<file path="src/rtl/xbus_pkg.sv">
package xbus_pkg;
  typedef enum logic [2:0] {
    PH_IDLE,
    PH_SPEC,
    PH_ADDR,
    PH_STRB,
    PH_HOLD
  } xbus_phase_e;
endpackage

</file>
<file path="src/rtl/xbus_phase_fsm.sv">
module xbus_phase_fsm
  import xbus_pkg::*;
#(
  parameter int AW        = 16,
  parameter int DW        = 8,
  parameter int CSW       = 2,
  parameter int STRB_CLKS = 1
) (
  input  logic           clk,
  input  logic           rst,
  input  logic           req_valid,
  input  logic           req_write,
  input  logic           req_io,
  input  logic [AW-1:0]  req_addr,
  input  logic [CSW-1:0] req_cs,
  input  logic [DW-1:0]  req_wdata,
  input  logic           fetch_go,
  input  logic [AW-1:0]  fetch_addr,
  input  logic [CSW-1:0] fetch_cs,
  output xbus_phase_e    phase_d,
  output logic           req_ready,
  output logic           strb_last,
  output logic           cur_write,
  output logic [AW-1:0]  t_addr_d,
  output logic [CSW-1:0] t_cs_d,
  output logic           t_io_d,
  output logic           t_write_d,
  output logic [DW-1:0]  t_wdata_d
);
  localparam int CNTW = (STRB_CLKS > 1) ? $clog2(STRB_CLKS) : 1;

  xbus_phase_e    phase_q;
  logic [CNTW-1:0] cnt_q, cnt_d;
  logic [AW-1:0]  t_addr_q;
  logic [CSW-1:0] t_cs_q;
  logic           t_io_q, t_write_q;
  logic [DW-1:0]  t_wdata_q;

  assign strb_last = (phase_q == PH_STRB) && (cnt_q == CNTW'(STRB_CLKS - 1));
  assign req_ready = (phase_q == PH_IDLE) || (phase_q == PH_HOLD) || (phase_q == PH_SPEC);
  assign cur_write = t_write_q;

  always_comb begin
    phase_d   = phase_q;
    t_addr_d  = t_addr_q;
    t_cs_d    = t_cs_q;
    t_io_d    = t_io_q;
    t_write_d = t_write_q;
    t_wdata_d = t_wdata_q;
    case (phase_q)
      PH_IDLE, PH_HOLD, PH_SPEC: begin
        if (req_valid) begin
          phase_d   = PH_ADDR;
          t_addr_d  = req_addr;
          t_cs_d    = req_cs;
          t_io_d    = req_io;
          t_write_d = req_write;
          t_wdata_d = req_wdata;
        end else if (phase_q == PH_SPEC) begin
          phase_d = PH_STRB;
        end else if (fetch_go) begin
          phase_d   = PH_SPEC;
          t_addr_d  = fetch_addr;
          t_cs_d    = fetch_cs;
          t_io_d    = 1'b0;
          t_write_d = 1'b0;
        end else begin
          phase_d = PH_IDLE;
        end
      end
      PH_ADDR: phase_d = PH_STRB;
      PH_STRB: phase_d = strb_last ? PH_HOLD : PH_STRB;
      default: phase_d = PH_IDLE;
    endcase
  end

  assign cnt_d = (phase_q == PH_STRB && !strb_last) ? cnt_q + 1'b1 : '0;

  always_ff @(posedge clk) begin
    if (rst) begin
      phase_q   <= PH_IDLE;
      cnt_q     <= '0;
      t_addr_q  <= '0;
      t_cs_q    <= '0;
      t_io_q    <= 1'b0;
      t_write_q <= 1'b0;
      t_wdata_q <= '0;
    end else begin
      phase_q   <= phase_d;
      cnt_q     <= cnt_d;
      t_addr_q  <= t_addr_d;
      t_cs_q    <= t_cs_d;
      t_io_q    <= t_io_d;
      t_write_q <= t_write_d;
      t_wdata_q <= t_wdata_d;
    end
  end
endmodule

</file>
<file path="src/rtl/xbus_pin_regs.sv">
module xbus_pin_regs
  import xbus_pkg::*;
#(
  parameter int AW  = 16,
  parameter int DW  = 8,
  parameter int NCS = 4,
  parameter int CSW = 2
) (
  input  logic           clk,
  input  logic           rst,
  input  xbus_phase_e    phase_d,
  input  logic [AW-1:0]  t_addr_d,
  input  logic [CSW-1:0] t_cs_d,
  input  logic           t_io_d,
  input  logic           t_write_d,
  input  logic [DW-1:0]  t_wdata_d,
  output logic [AW-1:0]  bus_addr,
  output logic [NCS-1:0] bus_cs_n,
  output logic           bus_io,
  output logic           bus_oe_n,
  output logic           bus_we_n,
  output logic [DW-1:0]  bus_dout,
  output logic           bus_dout_en
);
  logic active_d, strobe_d;
  logic [NCS-1:0] cs_n_r;

  assign active_d = (phase_d != PH_IDLE);
  assign strobe_d = (phase_d == PH_STRB);

  for (genvar g = 0; g < NCS; g++) begin : g_cs
    always_ff @(posedge clk) begin
      if (rst) cs_n_r[g] <= 1'b1;
      else     cs_n_r[g] <= !(active_d && (t_cs_d == CSW'(g)));
    end
  end
  assign bus_cs_n = cs_n_r;

  always_ff @(posedge clk) begin
    if (rst) begin
      bus_addr    <= '0;
      bus_io      <= 1'b0;
      bus_oe_n    <= 1'b1;
      bus_we_n    <= 1'b1;
      bus_dout    <= '0;
      bus_dout_en <= 1'b0;
    end else begin
      if (active_d) begin
        bus_addr <= t_addr_d;
        bus_dout <= t_wdata_d;
      end
      bus_io      <= active_d && t_io_d;
      bus_oe_n    <= !(strobe_d && !t_write_d);
      bus_we_n    <= !(strobe_d && t_write_d);
      bus_dout_en <= t_write_d && (strobe_d || phase_d == PH_HOLD);
    end
  end
endmodule

</file>
<file path="src/rtl/xbus_rd_capture.sv">
module xbus_rd_capture #(
  parameter int DW = 8
) (
  input  logic          clk,
  input  logic          rst,
  input  logic          strb_last,
  input  logic          cur_write,
  input  logic [DW-1:0] bus_din,
  output logic          done,
  output logic [DW-1:0] rdata
);
  always_ff @(posedge clk) begin
    if (rst) begin
      done  <= 1'b0;
      rdata <= '0;
    end else begin
      done <= strb_last;
      if (strb_last && !cur_write) rdata <= bus_din;
    end
  end
endmodule

</file>
<file path="src/rtl/xbus_seq.sv">
module xbus_seq
  import xbus_pkg::*;
#(
  parameter int AW        = 16,
  parameter int DW        = 8,
  parameter int NCS       = 4,
  parameter int STRB_CLKS = 1,
  localparam int CSW      = (NCS > 1) ? $clog2(NCS) : 1
) (
  input  logic           clk,
  input  logic           rst,
  input  logic           req_valid,
  input  logic           req_write,
  input  logic           req_io,
  input  logic [AW-1:0]  req_addr,
  input  logic [CSW-1:0] req_cs,
  input  logic [DW-1:0]  req_wdata,
  input  logic           fetch_go,
  input  logic [AW-1:0]  fetch_addr,
  input  logic [CSW-1:0] fetch_cs,
  output logic           req_ready,
  output logic           done,
  output logic [DW-1:0]  rdata,
  output logic [AW-1:0]  bus_addr,
  output logic [NCS-1:0] bus_cs_n,
  output logic           bus_io,
  output logic           bus_oe_n,
  output logic           bus_we_n,
  output logic [DW-1:0]  bus_dout,
  output logic           bus_dout_en,
  input  logic [DW-1:0]  bus_din
);
  xbus_phase_e    phase_d;
  logic           strb_last, cur_write;
  logic [AW-1:0]  t_addr_d;
  logic [CSW-1:0] t_cs_d;
  logic           t_io_d, t_write_d;
  logic [DW-1:0]  t_wdata_d;

  xbus_phase_fsm #(.AW(AW), .DW(DW), .CSW(CSW), .STRB_CLKS(STRB_CLKS)) u_fsm (
    .clk(clk), .rst(rst),
    .req_valid(req_valid), .req_write(req_write), .req_io(req_io),
    .req_addr(req_addr), .req_cs(req_cs), .req_wdata(req_wdata),
    .fetch_go(fetch_go), .fetch_addr(fetch_addr), .fetch_cs(fetch_cs),
    .phase_d(phase_d), .req_ready(req_ready), .strb_last(strb_last),
    .cur_write(cur_write), .t_addr_d(t_addr_d), .t_cs_d(t_cs_d),
    .t_io_d(t_io_d), .t_write_d(t_write_d), .t_wdata_d(t_wdata_d)
  );

  xbus_pin_regs #(.AW(AW), .DW(DW), .NCS(NCS), .CSW(CSW)) u_pins (
    .clk(clk), .rst(rst), .phase_d(phase_d),
    .t_addr_d(t_addr_d), .t_cs_d(t_cs_d), .t_io_d(t_io_d),
    .t_write_d(t_write_d), .t_wdata_d(t_wdata_d),
    .bus_addr(bus_addr), .bus_cs_n(bus_cs_n), .bus_io(bus_io),
    .bus_oe_n(bus_oe_n), .bus_we_n(bus_we_n),
    .bus_dout(bus_dout), .bus_dout_en(bus_dout_en)
  );

  xbus_rd_capture #(.DW(DW)) u_cap (
    .clk(clk), .rst(rst), .strb_last(strb_last), .cur_write(cur_write),
    .bus_din(bus_din), .done(done), .rdata(rdata)
  );
endmodule

</file>
<file path="config.mk">
export PLATFORM = sky130hd
export DESIGN_NAME = xbus_seq
export DESIGN_NICKNAME = d
export VERILOG_FILES = /design/src/rtl/xbus_pkg.sv /design/src/rtl/xbus_phase_fsm.sv /design/src/rtl/xbus_pin_regs.sv /design/src/rtl/xbus_rd_capture.sv /design/src/rtl/xbus_seq.sv
export SDC_FILE = /design/constraint.sdc
export NUM_CORES = 1
export LEC_CHECK = 0
export ABC_AREA = 1
export ABC_CLOCK_PERIOD_IN_PS = 2900
export BUFFER_PORTS_ARGS = -buffer_cell sky130_fd_sc_hd__buf_4
export CAP_MARGIN = 20
export CORE_ASPECT_RATIO = 1.75
export CORE_UTILIZATION = 30
export CTS_CLUSTER_SIZE = 14
export DETAILED_ROUTE_END_ITERATION = 10
export MAX_ROUTING_LAYER = met4
export PLACE_DENSITY = 0.51
export SETUP_SLACK_MARGIN = 0.5
export SLEW_MARGIN = 20
export SYNTH_ARGS = -nofsm -noshare
export SYNTH_HDL_FRONTEND = slang
export SYNTH_SLANG_ARGS = --single-unit
</file>
<file path="constraint.sdc">
create_clock -name clk -period 2.9 [get_ports clk]
set_input_delay 0.435 -clock clk [delete_from_list [all_inputs] [get_ports clk]]
set_output_delay 0.435 -clock clk [all_outputs]
set_load 0.01 [all_outputs]
</file>
== Yosys cells after proc, flatten, opt, wreduce, memory -nomap -nowiden ==
Cells that the tools add are included.
Cells by class
  add/sub/neg operators: 1
  equal/unequal tests: 9
  mux-type cells: 23
  bitwise logic cells: 2
  reduce and logical (&&, ||, !) cells: 28
Operator list (count)
  $mux 16: 4
  $mux 8: 2
  $logic_and 1x1->1: 11
  $eq 3x2->1 const B: 3
  $logic_not 1->1: 9
  $mux 1: 9
  $mux 3: 3
  $pmux 3 s3: 1
  $mux 2: 4
  $eq 3x3->1 const B: 2
  $eq 2x2->1 const B: 2
  $eq 3x1->1 const B: 1
  $logic_not 3->1: 1
  $logic_or 1x1->1: 3
  $reduce_bool 3->1: 1
  $reduce_or 3->1: 1
  $eq 2x1->1 const B: 1
  $logic_not 2->1: 1
  $not 1->1: 2
  $reduce_or 2->1: 1
  $add 1x1->1 const B: 1
Word-level totals
  bits in registers: 73

== Logic depth before layout (Yosys ltp) ==
  depth after elaboration: 7
  depth in mapped cells: 11
  mapped depth without buffers: 9

== Cells and area by module ==
From an unflattened synthesis, not the netlist that was laid out.
Second synthesis, totals
  cell total of the unflattened synthesis: 538
  area total of the unflattened synthesis: 3565.9 µm²
Modules (own cells, without submodules)
  xbus_phase_fsm: times used 1, cells an instance 300, area an instance 1824.2 µm²
  xbus_pin_regs: times used 1, cells an instance 183, area an instance 1363.8 µm²
  xbus_rd_capture: times used 1, cells an instance 55, area an instance 377.9 µm²

== Worst setup path after synthesis ==
Ideal clock, no wire load.
  path type: reg2reg
  from: reg u_fsm.phase_q[0]
  to: reg u_pins.bus_dout[0]
  setup time: 0.110 ns
  data arrival time: 1.263 ns
  slack: 1.527 ns
  stages on the path, launching flop included: 9
  period minus slack after synthesis: 1.373 ns
  cells stage by stage: dfxtp_1 nand2_2 nand3_4 nand2_4 nor2_8 clkbuf_1 nand4_1 nand2_1 nor2_1
Between the ends
  longest elaborated chain between the ends: 5
  elaborated cells between the ends (all ways): 13
  those cells by class: 4 x eq/ne; 5 x mux; 4 x reduce/logical
RTL lines
  start, declared: line xbus_phase_fsm.sv:32  | xbus_phase_e phase_q;
  start signal, assigned: line xbus_phase_fsm.sv:89  | phase_q <= phase_d;
  $eq 3x1->1 / $eq 3x2->1 (equally long branches): line xbus_phase_fsm.sv:50, xbus_phase_fsm.sv:59, xbus_phase_fsm.sv:39
  $mux 3 / $logic_and 1x1->1 (equally long branches): line xbus_phase_fsm.sv:59, xbus_phase_fsm.sv:39
  $mux 3 (on tied branches): line xbus_phase_fsm.sv:52, xbus_phase_fsm.sv:72
  $pmux 3 s3: line xbus_phase_fsm.sv:50  | case (phase_q)
  $reduce_bool 3->1: line xbus_pin_regs.sv:28  | assign active_d = (phase_d != PH_IDLE);
  end signal, assigned: line xbus_pin_regs.sv:50  | bus_dout <= t_wdata_d;
  end, declared: line xbus_pin_regs.sv:22  | output logic [DW-1:0] bus_dout,
Several ways; a longest one is shown, not always the timed one.
A chain may end at the register's enable or synchronous reset.

== Worst setup path after layout ==
  from: reg u_fsm.phase_q[2]
  to: reg u_pins.bus_addr[9]
Between the ends
  longest elaborated chain between the ends: 5
  elaborated cells between the ends (all ways): 15
  those cells by class: 4 x eq/ne; 7 x mux; 4 x reduce/logical
RTL lines
  $eq 3x1->1 / $eq 3x2->1 (equally long branches): line xbus_phase_fsm.sv:50, xbus_phase_fsm.sv:59, xbus_phase_fsm.sv:39
  $mux 3 / $logic_and 1x1->1 (equally long branches): line xbus_phase_fsm.sv:59, xbus_phase_fsm.sv:39
  $mux 3 (on tied branches): line xbus_phase_fsm.sv:52, xbus_phase_fsm.sv:72
  $pmux 3 s3: line xbus_phase_fsm.sv:50
  $reduce_bool 3->1: line xbus_pin_regs.sv:28
  end signal, assigned: line xbus_pin_regs.sv:49  | bus_addr <= t_addr_d;
  end, declared: line xbus_pin_regs.sv:17  | output logic [AW-1:0] bus_addr,
Several ways; a longest one is shown, not always the timed one.

==> results_dict.tcl <==
set metrics [dict create \
    status "complete, no violations" \
    endpoint_kind "flop" \
    clk_pin_slew_ns 0.05 \
    drc 0 \
    postLayoutSetupSlackWorst_ns 0.811 \
    synth_edf_count 0 \
    die_h_um 139 \
    fmax_mhz 479 \
    antenna_found_initial 0 \
    holdPathStages 3 \
    clkSinkCount 73 \
    port_buffers 99 \
    hold_ws_ns 0.327 \
    netSwitchingPower_mw 0.810 \
    post_cts_buffers 0 \
    internal-power_mw 2.02 \
    fillers 1118 \
    dieArea_sq_mm 0.0112 \
    grt_overflow 0 \
    nNetsFinal 612 \
    final_area_sq_mm 0.00434 \
    gp_congestion 0.762 \
    power.density_mw_per_mm2 652 \
    cts_buffers 9 \
    ys_seq_area_share_pct 45.1 \
    synth.largest_area_cell "dfxtp_1" \
    critPathKind "flop to flop" \
    cts_buffer_depth 2 \
    syn2layout_area_growth_pct 33.9 \
    final_cell_mix "buf_4, nand2_1, inv_1" \
    hold_buffers 0 \
    syn_area_sq_mm 0.00324 \
    synth_warnings 0 \
    async_flop_share_pct 0 \
    yosys-top-cells-area "dfxtp_1, nand2_1, inv_1" \
    grt_pass1_vias 2944 \
    initial_core_util_pct 31.3 \
    cts_root_buf "clkbuf_16" \
    ant_nets 0 \
    ctsResizeCount 0 \
    post_dp_cell_area_sq_mm 0.00407 \
    rsz0062_at_grt "false" \
    diodes 0 \
    drtIter0Drc 104 \
    cp_max_fo 29 \
    finalCritPeriodShare_pct 72.0 \
    synth.ff_latch_count 73 \
    wl_per_cell_um 12.6 \
    cts_tree "built" \
    die_x_um 80.6 \
    io_pins 100 \
    worst_pin_slew_ns 0.833 \
    netlist.area_leader.share_pct 45.1 \
    grt_max_degree 45 \
    min_period_ns 2.09 \
    critPathArrivalTime_ns 2.36 \
    leakagePower_nw 2.31 \
    sw_frac_of_total_pct 28.6 \
    num_rows 49 \
    critPathRequiredTime_ns 3.17 \
    cap_violations 0 \
    wirelength_um 8630 \
    startpoint_type "flop" \
    pre_cts_ws_ns 0.765 \
    skew_ns 0.00279 \
    synth_fp_nets 520 \
    dp_hpwl_um 6220 \
    slew_headroom_pct 44.3 \
    power_frac_seq_pct 41.4 \
    p_comb_share_pct 23.2 \
    synth_area_per_cell_sq_um 7.01 \
    timing.final.hold_violations 0 \
    grt_pass1_wl_um 14100 \
    drive_gt1_share_pct 26.8 \
    gr-usage-all-layers_pct 17.2 \
    tns_ns 0 \
    yosysUniqueCellTypes 24 \
    pwr-share-clk_pct 35.3 \
    synthCells 462 \
    core_area_sq_mm 0.0104 \
    synthFlopType "dfxtp_1" \
    via_count 3025 \
    r2r_slack_ns 0.81 \
    hold_class "input pin to flop" \
    first_pass_iters 4 \
    clk-insertion-delay-late_ns 0.33 \
    peakVddDrop_v 0.000325 \
    setup_viol 0 \
    final_common_cell "buf_4" \
    ctsHtreeMaxLevel 3 \
    via_per_inst 4.42 \
    slew_violations 0 \
    rr_worst_depth 8 \
]
## Yosys cell counts (5+ instances only)
master     n
a21oi_1    5
nand3_1   22
nand2_1   92
buf_2      6
nor2_1    71
inv_1     82
dfxtp_1   73
nand4_1   29
o21ai_0   16
or2_2     23
clkbuf_1  12
nand3b_1  15
## worst paths after layout
kind | start | end
setup / recovery | u_fsm.phase_q[2]$_SDFF_PP0_ | u_pins.bus_addr[9]$_SDFFE_PP0P_
hold reg to reg | u_fsm.t_io_q$_SDFF_PP0_ | u_fsm.t_io_q$_SDFF_PP0_
setup reg to reg | u_fsm.phase_q[2]$_SDFF_PP0_ | u_pins.bus_addr[9]$_SDFFE_PP0P_
hold / removal | bus_din[2] | u_cap.rdata[2]$_SDFFE_PP0P_
## power groups by stage
stage | logic [mW] | clock network, mW | registers [mW]
global placement | 0.661 | 0 | 1.20
detailed placement | 0.670 | 0 | 1.20
finish | 0.657 | 1.00 | 1.17
CTS | 0.673 | 1.03 | 1.18
floorplan | 0.390 | 0 | 1.21
global route | 0.752 | 1.08 | 1.18
## stage by stage
step	utilization (%)	total power [mW]	std cells
floorplan	-	1.60	462
global placement	39.3	1.86	670
detailed placement	39.3	1.87	670
CTS	41.9	2.88	684
global route	41.9	3.02	684
finish	41.9	2.83	684
## layer usage
layer	wire, um	vias up	global-route usage [%]
met5	0	-	-
met4	188	0	7.33
met3	390	13	3.61
met2	4690	66	30.5
met1	3360	1352	17.7
li1	-	1594	-
## state kept, by name, summed over array words and instances, names as in the netlist
name	cells
u_fsm.t_io_q	1
u_fsm.t_cs_q	2
u_pins.bus_io	1
u_pins.bus_addr	16
u_pins.bus_dout	8
u_pins.bus_cs_n	4
u_cap.done	1
u_fsm.phase_q	3
u_pins.bus_we_n	1
u_fsm.cnt_q	1
u_pins.bus_dout_en	1
u_fsm.cur_write	1
u_cap.rdata	8
u_pins.bus_oe_n	1
u_fsm.t_wdata_q	8
u_fsm.t_addr_q	16
## area by class of cell
type / instances / area (sq um) / share of cell area [%]
flip-flops and latches: 73 / 1460 / 33.7
repair buffers: 103 / 773 / 17.8
well taps: 127 / 159 / 3.66
multi-input cells: 283 / 1360 / 31.3
inverters: 84 / 315 / 7.27
clock inverters: 3 / 17.5 / 0.404
clock buffers: 11 / 253 / 5.83
## worst max-delay path, stage by stage, from the launching register on
cell	delay [ns]
dfxtp_1	0.38
inv_1	0.08
nand3_1	0.14
inv_1	0.12
nor2_8	0.34
nand3_2	0.57
nand2_1	0.24
inv_1	0.06
nor2_1	0.09
## kinds of logic (layout without fill, tap and decap cells)
| logic type | Yosys count | count (layout) | share of synthesized area, % |
|---|---|---|---|
| compound gates | 22 | 22 | 3.44 |
| buf+inv | 106 | 201 | 13.0 |
| flops | 73 | 73 | 45.1 |
| other cells | 1 | 1 | 0.116 |
| simple gates | 260 | 260 | 38.4 |
Note: power is estimated with default switching activity, not from simulation.
